**config.mk**
```make
export PLATFORM = sky130hd
export DESIGN_NAME = drc_ctrl
export DESIGN_NICKNAME = d
export VERILOG_FILES = /design/src/rtl/drc_pkg.sv /design/src/rtl/drc_retry_ctr.sv /design/src/rtl/drc_resp_map.sv /design/src/rtl/drc_ctrl.sv
export SDC_FILE = /design/constraint.sdc
export NUM_CORES = 1
export LEC_CHECK = 0
export BUFFER_PORTS_ARGS = -buffer_cell sky130_fd_sc_hd__buf_2
export CAP_MARGIN = 20
export CORE_UTILIZATION = 48
export CTS_CLUSTER_SIZE = 16
export DETAILED_ROUTE_END_ITERATION = 10
export PLACE_DENSITY_LB_ADDON = 0.05
export SYNTH_ARGS = -nofsm -noshare
export SYNTH_HDL_FRONTEND = slang
export SYNTH_SLANG_ARGS = --single-unit
```
**constraint.sdc**
```tcl
create_clock -name clk -period 2.6 [get_ports clk]
set_input_delay 0.13 -clock clk [delete_from_list [all_inputs] [get_ports clk]]
set_output_delay 0.13 -clock clk [all_outputs]
set_load 0.05 [all_outputs]
```
**src/rtl/drc_pkg.sv**
```systemverilog
package drc_pkg;

  typedef enum logic [2:0] {
    TC_NORMAL = 3'd0,
    TC_RETRY  = 3'd1,
    TC_DISC   = 3'd2,
    TC_TABORT = 3'd3,
    TC_MABORT = 3'd4
  } tgt_code_e;

  typedef enum logic [2:0] {
    IR_RETRY  = 3'd0,
    IR_DATA   = 3'd1,
    IR_DISC   = 3'd2,
    IR_TABORT = 3'd3,
    IR_MABORT = 3'd4
  } ini_resp_e;

  typedef enum logic [1:0] {
    ST_IDLE  = 2'd0,
    ST_ENTER = 2'd1,
    ST_WAIT  = 2'd2,
    ST_COMPL = 2'd3
  } drc_state_e;

  // Initiator-side termination for a stored target outcome
  function automatic ini_resp_e map_resp(tgt_code_e outc, logic pref, logic more);
    ini_resp_e r;
    case (outc)
      TC_NORMAL: r = (pref && !more) ? IR_DATA : IR_DISC;
      TC_DISC:   r = more ? IR_DISC : IR_DATA;
      TC_TABORT: r = IR_TABORT;
      TC_MABORT: r = IR_MABORT;
      default:   r = IR_RETRY;
    endcase
    return r;
  endfunction

  function automatic logic code_known(logic [2:0] c);
    return c <= 3'd4;
  endfunction

endpackage

```
**src/rtl/drc_retry_ctr.sv**
```systemverilog
module drc_retry_ctr #(
  parameter int unsigned LIMIT = 32'd16777216,
  parameter int unsigned CW    = $clog2(LIMIT + 1)
) (
  input  logic          clk,
  input  logic          rst_n,
  input  logic          clr_i,
  input  logic          inc_i,
  output logic [CW-1:0] cnt_o,
  output logic          hit_o
);

  localparam logic [CW-1:0] LIM = CW'(LIMIT);

  function automatic logic [CW-1:0] sat_inc(logic [CW-1:0] c);
    return (c == LIM) ? c : c + 1'b1;
  endfunction

  logic [CW-1:0] cnt_q;
  logic [CW-1:0] cnt_nx;

  assign cnt_nx = sat_inc(cnt_q);
  assign hit_o  = inc_i && (cnt_nx == LIM);
  assign cnt_o  = cnt_q;

  always_ff @(posedge clk or negedge rst_n) begin
    if (!rst_n)     cnt_q <= '0;
    else if (clr_i) cnt_q <= '0;
    else if (inc_i) cnt_q <= cnt_nx;
  end

  AST_CNT_BOUND: assert property (@(posedge clk) disable iff (!rst_n)
    cnt_q <= LIM);

  AST_CNT_STEP: assert property (@(posedge clk) disable iff (!rst_n)
    (inc_i && !clr_i && cnt_q < LIM) |=> (cnt_q == $past(cnt_q) + 1'b1));

endmodule

```
**src/rtl/drc_resp_map.sv**
```systemverilog
module drc_resp_map
  import drc_pkg::*;
(
  input  tgt_code_e outc_i,
  input  logic      pref_i,
  input  logic      more_i,
  output ini_resp_e resp_o
);

  assign resp_o = map_resp(outc_i, pref_i, more_i);

endmodule

```
**src/rtl/drc_ctrl.sv**
```systemverilog
module drc_ctrl
  import drc_pkg::*;
#(
  parameter int unsigned RETRY_LIMIT = 32'd16777216
) (
  input  logic       clk,
  input  logic       rst_n,
  input  logic       serr_en_i,
  input  logic       nodeliv_mask_i,
  input  logic       ini_req_i,
  input  logic       ini_pref_i,
  input  logic       ini_more_i,
  input  logic       tgt_done_i,
  input  logic [2:0] tgt_code_i,
  output logic       tgt_issue_o,
  output logic       ini_resp_vld_o,
  output logic [2:0] ini_resp_o,
  output logic       rx_tabort_o,
  output logic       sig_tabort_o,
  output logic       serr_o
);

  localparam int unsigned CW = $clog2(RETRY_LIMIT + 1);

  drc_state_e st_q, st_d;
  tgt_code_e  outc_q;
  logic       pref_q;
  tgt_code_e  code_in;

  // Named internal events
  logic ev_new, ev_tgt_ans, ev_tgt_retry, ev_final, ev_exhaust, ev_deliver;
  logic [CW-1:0] att_cnt;
  ini_resp_e     mapped;

  assign code_in      = tgt_code_e'(tgt_code_i);
  assign ev_new       = (st_q == ST_IDLE) && ini_req_i;
  assign ev_tgt_ans   = (st_q == ST_WAIT) && tgt_done_i && code_known(tgt_code_i);
  assign ev_tgt_retry = ev_tgt_ans && (code_in == TC_RETRY);
  assign ev_final     = ev_tgt_ans && (code_in != TC_RETRY);
  assign ev_deliver   = (st_q == ST_COMPL) && ini_req_i;

  drc_retry_ctr #(.LIMIT(RETRY_LIMIT), .CW(CW)) u_ctr (
    .clk   (clk),
    .rst_n (rst_n),
    .clr_i (st_q == ST_ENTER),
    .inc_i (ev_tgt_retry),
    .cnt_o (att_cnt),
    .hit_o (ev_exhaust)
  );

  drc_resp_map u_map (
    .outc_i (outc_q),
    .pref_i (pref_q),
    .more_i (ini_more_i),
    .resp_o (mapped)
  );

  always_comb begin
    st_d = st_q;
    case (st_q)
      ST_IDLE:  if (ev_new) st_d = ST_ENTER;
      ST_ENTER: st_d = ST_WAIT;
      ST_WAIT: begin
        if (ev_exhaust)    st_d = ST_IDLE;
        else if (ev_final) st_d = ST_COMPL;
      end
      ST_COMPL: if (ev_deliver) st_d = ST_IDLE;
      default:  st_d = ST_IDLE;
    endcase
  end

  always_ff @(posedge clk or negedge rst_n) begin
    if (!rst_n) begin
      st_q           <= ST_IDLE;
      outc_q         <= TC_NORMAL;
      pref_q         <= 1'b0;
      tgt_issue_o    <= 1'b0;
      ini_resp_vld_o <= 1'b0;
      ini_resp_o     <= 3'd0;
      rx_tabort_o    <= 1'b0;
      sig_tabort_o   <= 1'b0;
      serr_o         <= 1'b0;
    end else begin
      st_q           <= st_d;
      if (ev_final) outc_q <= code_in;
      if (ev_new)   pref_q <= ini_pref_i;
      tgt_issue_o    <= (st_q == ST_ENTER) || (ev_tgt_retry && !ev_exhaust);
      ini_resp_vld_o <= ini_req_i;
      ini_resp_o     <= ev_deliver ? mapped : IR_RETRY;
      rx_tabort_o    <= ev_final && (code_in == TC_TABORT);
      sig_tabort_o   <= ev_deliver && (outc_q == TC_TABORT);
      serr_o         <= ev_exhaust && serr_en_i && !nodeliv_mask_i;
    end
  end

  AST_ISSUE_IN_WAIT: assert property (@(posedge clk) disable iff (!rst_n)
    tgt_issue_o |-> (st_q == ST_WAIT));

  AST_RETRY_PENDING: assert property (@(posedge clk) disable iff (!rst_n)
    (ini_req_i && (st_q == ST_ENTER || st_q == ST_WAIT))
      |=> (ini_resp_vld_o && ini_resp_o == IR_RETRY));

  AST_SERR_GATED: assert property (@(posedge clk) disable iff (!rst_n)
    serr_o |-> ($past(serr_en_i) && !$past(nodeliv_mask_i) && st_q == ST_IDLE));

  AST_SERR_NO_ISSUE: assert property (@(posedge clk) disable iff (!rst_n)
    serr_o |-> !tgt_issue_o);

  AST_SIG_WITH_TABORT: assert property (@(posedge clk) disable iff (!rst_n)
    sig_tabort_o |-> (ini_resp_vld_o && ini_resp_o == IR_TABORT));

  AST_FINAL_FREES: assert property (@(posedge clk) disable iff (!rst_n)
    (ini_resp_vld_o && ini_resp_o != IR_RETRY) |-> (st_q == ST_IDLE));

  AST_PULSES_EXCL: assert property (@(posedge clk) disable iff (!rst_n)
    $onehot0({rx_tabort_o, sig_tabort_o, serr_o}));

  AST_CNT_USED: assert property (@(posedge clk) disable iff (!rst_n)
    (st_q == ST_WAIT && $past(st_q) == ST_ENTER) |-> (att_cnt == '0));

endmodule

```
==> metrics.yaml <==
outcome:
  status: "completed"
detailed_routing:
  drt_first_pass_iters: 4
  wl_um: 6190
  wl_per_cell_um: 16.0
  first_iter_violations: 233
  vias: 2289
  drc: 0
  viasPerCell: 5.90
  ant_nets: 0
sta:
  period_needed_ns: 2.44
  fin_crit_sh_pct: 93.8
  hold_viol: 0
  tns_ns: 0
  slew_violations: 0
  tightest_slew_ns: 0.921
  clock_skew_ns: 0.0104
  grt_setup_unrepaired: "false"
  setup_viol: 0
  timing.fmax_mhz: 410
  slew_headroom_pct: 38.6
synth:
  ys_ff_latch: 39
  syn-cell-area_um2: 2500
  ys_top_cells_by_area: "dfrtp_1 39%, o21ai_0 8.0%, nand3_1 4.0%"
  synth_warnings: 0
  synth_area_leader_cell: "dfrtp_1"
  synth_cells: 294
  post-synth-top-area-fraction_pct: 39.0
  ys_seq_area_share_pct: 39.0
  syn_avg_cell_area_um2: 8.51
  ys_types: 56
  synth_top_flop_cell: "dfrtp_1"
  synth_nets: 307
  synth_edf_count: 0
  async_reset_ff_share_pct: 100
setup_path:
  cp-start-kind: "register"
  worstPathRequired_ns: 2.85
  critical_path_class: "reg -> reg"
  crit_arrival_ns: 2.68
  critPathCaptureType: "register"
  cp_max_fo: 5
  r2r_slack_ns: 0.16
  crit_slowest_cell: "dfrtp_1"
  path_cells: "nand4_1 > nor4_4 > and4_1 > mux2_2 > nor4_1 > and4b_1"
  max_stage_delay_ns: 0.43
final_layout:
  design_area_um2: 2870
  stdcell_count: 388
  final_util_pct: 58.7
  drive_above_1_share_pct: 20.9
  final_cell_mix: "40 x o21ai_0, 39 x dfrtp_1, 26 x nand2_1, 22 x buf_4, 20 x nand3_1"
  diodes: 0
  mostFrequentLayoutCell: "o21ai_0"
  nets: 333
  syn_to_final_growth_pct: 14.6
global_routing:
  grt_max_degree: 40
  antenna_found_initial: 0
  grt_pass1_wl_um: 10200
  overflow: 0
  grt_usage_pct: 24.9
  grt_pass1_vias: 2010
clocking:
  clock_sinks: 39
  clk_pin_slew_ns: 0.09
  cts_tree: "built"
  cts_root_buffer: "clkbuf_8"
  clockBufferDepth: 2
  h-tree-depth: 2
  cts_setup_buffers: 0
  cts_made_buffers: 5
  worstSkewPairLatency_ns: 0.31
floorplanning:
  fp.dieH_um: 74.2
  std_cell_rows: 25
  dieArea_um2: 5500
  die_w_um: 74.2
  pin_count: 19
  fp.coreArea_um2: 4880
  start_util_pct: 51.3
placement:
  port-buffer-count: 18
  numPlacedInstances: 378
  placed_cell_area_um2: 2710
  gp_congestion: 0.924
  hpwl_um: 4440
min_path:
  min_path_type: "in -> reg"
power_and_ir_drop:
  ir_drop_uv: 321
  p_per_area_nw_per_um2: 581
  p_leak_nw: 1.20
flow_run:
  cap_violations: 0
## worst paths after layout
path | cells past startpoint | start | endpoint
max | 6 | u_ctr.cnt_o[12]$_DFFE_PN0P_ | serr_o$_DFF_PN0_
max in group asynchronous | 2 | rst_n | u_ctr.cnt_o[3]$_DFFE_PN0P_
min in group asynchronous | 2 | rst_n | outc_q[1]$_DFFE_PN0P_
min reg2reg | 1 | outc_q[0]$_DFFE_PN0P_ | ini_resp_o[2]$_DFF_PN0_
max reg2reg | 6 | u_ctr.cnt_o[12]$_DFFE_PN0P_ | serr_o$_DFF_PN0_
min | 2 | ini_more_i | ini_resp_o[0]$_DFF_PN0_
## power breakdown
group / total (mW) / internal [mW] / switching [mW] / leakage [nW]
Combinational: 0.401 / 0.137 / 0.264 / 0.620
Clock: 0.534 / 0.291 / 0.242 / 0.0587
Sequential: 0.730 / 0.673 / 0.0569 / 0.522
Total: 1.66 / 1.10 / 0.564 / 1.20
## sequential cells by signal (all words and copies together) (netlist names)
register	cells
ini_resp_o	3
serr_o	1
u_ctr.cnt_o	25
st_q	2
sig_tabort_o	1
pref_q	1
rx_tabort_o	1
outc_q	3
tgt_issue_o	1
ini_resp_vld_o	1
## critical path, delay by kind of cell (launching register included)
| kind | cells | cell delay [ns] |
|---|---|---|
| mux | 1 | 0.37 |
| flops | 1 | 0.43 |
| simple gates | 5 | 1.58 |
## cells by family (layout without fill, tap and decap cells)
family / after synthesis / count (layout) / synth area share, %
AOI/OAI and AO/OA: 81 / 81 / 19.7
xor gates and xnor gates: 9 / 9 / 3.15
adders and majority gates: 2 / 2 / 1.00
buffers and inverters: 29 / 56 / 6.35
DFF: 39 / 39 / 39.0
muxes: 6 / 6 / 2.55
and+or+nand+nor: 128 / 128 / 28.3
## what timing repair did
action / 4_1_cts / 5_1_grt
endpoints found under the setup margin: 0 / 3
endpoints found under the hold margin: 40 / 0
hold buffers: 2 / 0
gates resized for setup: 0 / 3
## stage by stage
stage | power (mW) | setup slack (ns) | hold WS, ns
global placement | 1.14 | 0.154 | 0.296
detailed placement | 1.14 | 0.148 | 0.297
finish | 1.66 | 0.162 | 0.0275
CTS | 1.67 | 0.105 | 0.0240
floorplan | 1.01 | 0.184 | -0.166
global route | 1.75 | 0.00912 | 0.0197
## layout make-up
class	count	area [um2]
tap	67	83.8
clock buffer	5	68.8
multi-input combinational	226	1390
inverter	6	22.5
timing repair buffer	42	275
clock inverter	3	47.5
fill	437	2010
sequential	39	976
## cell usage after synthesis, types with 4 or more instances
master	number
inv_1	6
a31oi_1	5
nand4_1	9
or3_1	5
o31ai_1	6
nand2_1	26
xnor2_1	5
or2_2	4
nand3_1	20
nor4_1	8
buf_2	4
nor3_1	10
dfrtp_1	39
o21ai_0	40
and3_1	5
xor2_1	4
a21oi_1	11
clkbuf_1	12
nor2_1	19
## metal layers
layer	track usage (%)	share of wire, %
met3	4.74	4.4
met5	0	0
met1	36.0	49
met2	37.5	45
met4	7.69	1.3
(Power assumes the default switching activity.)
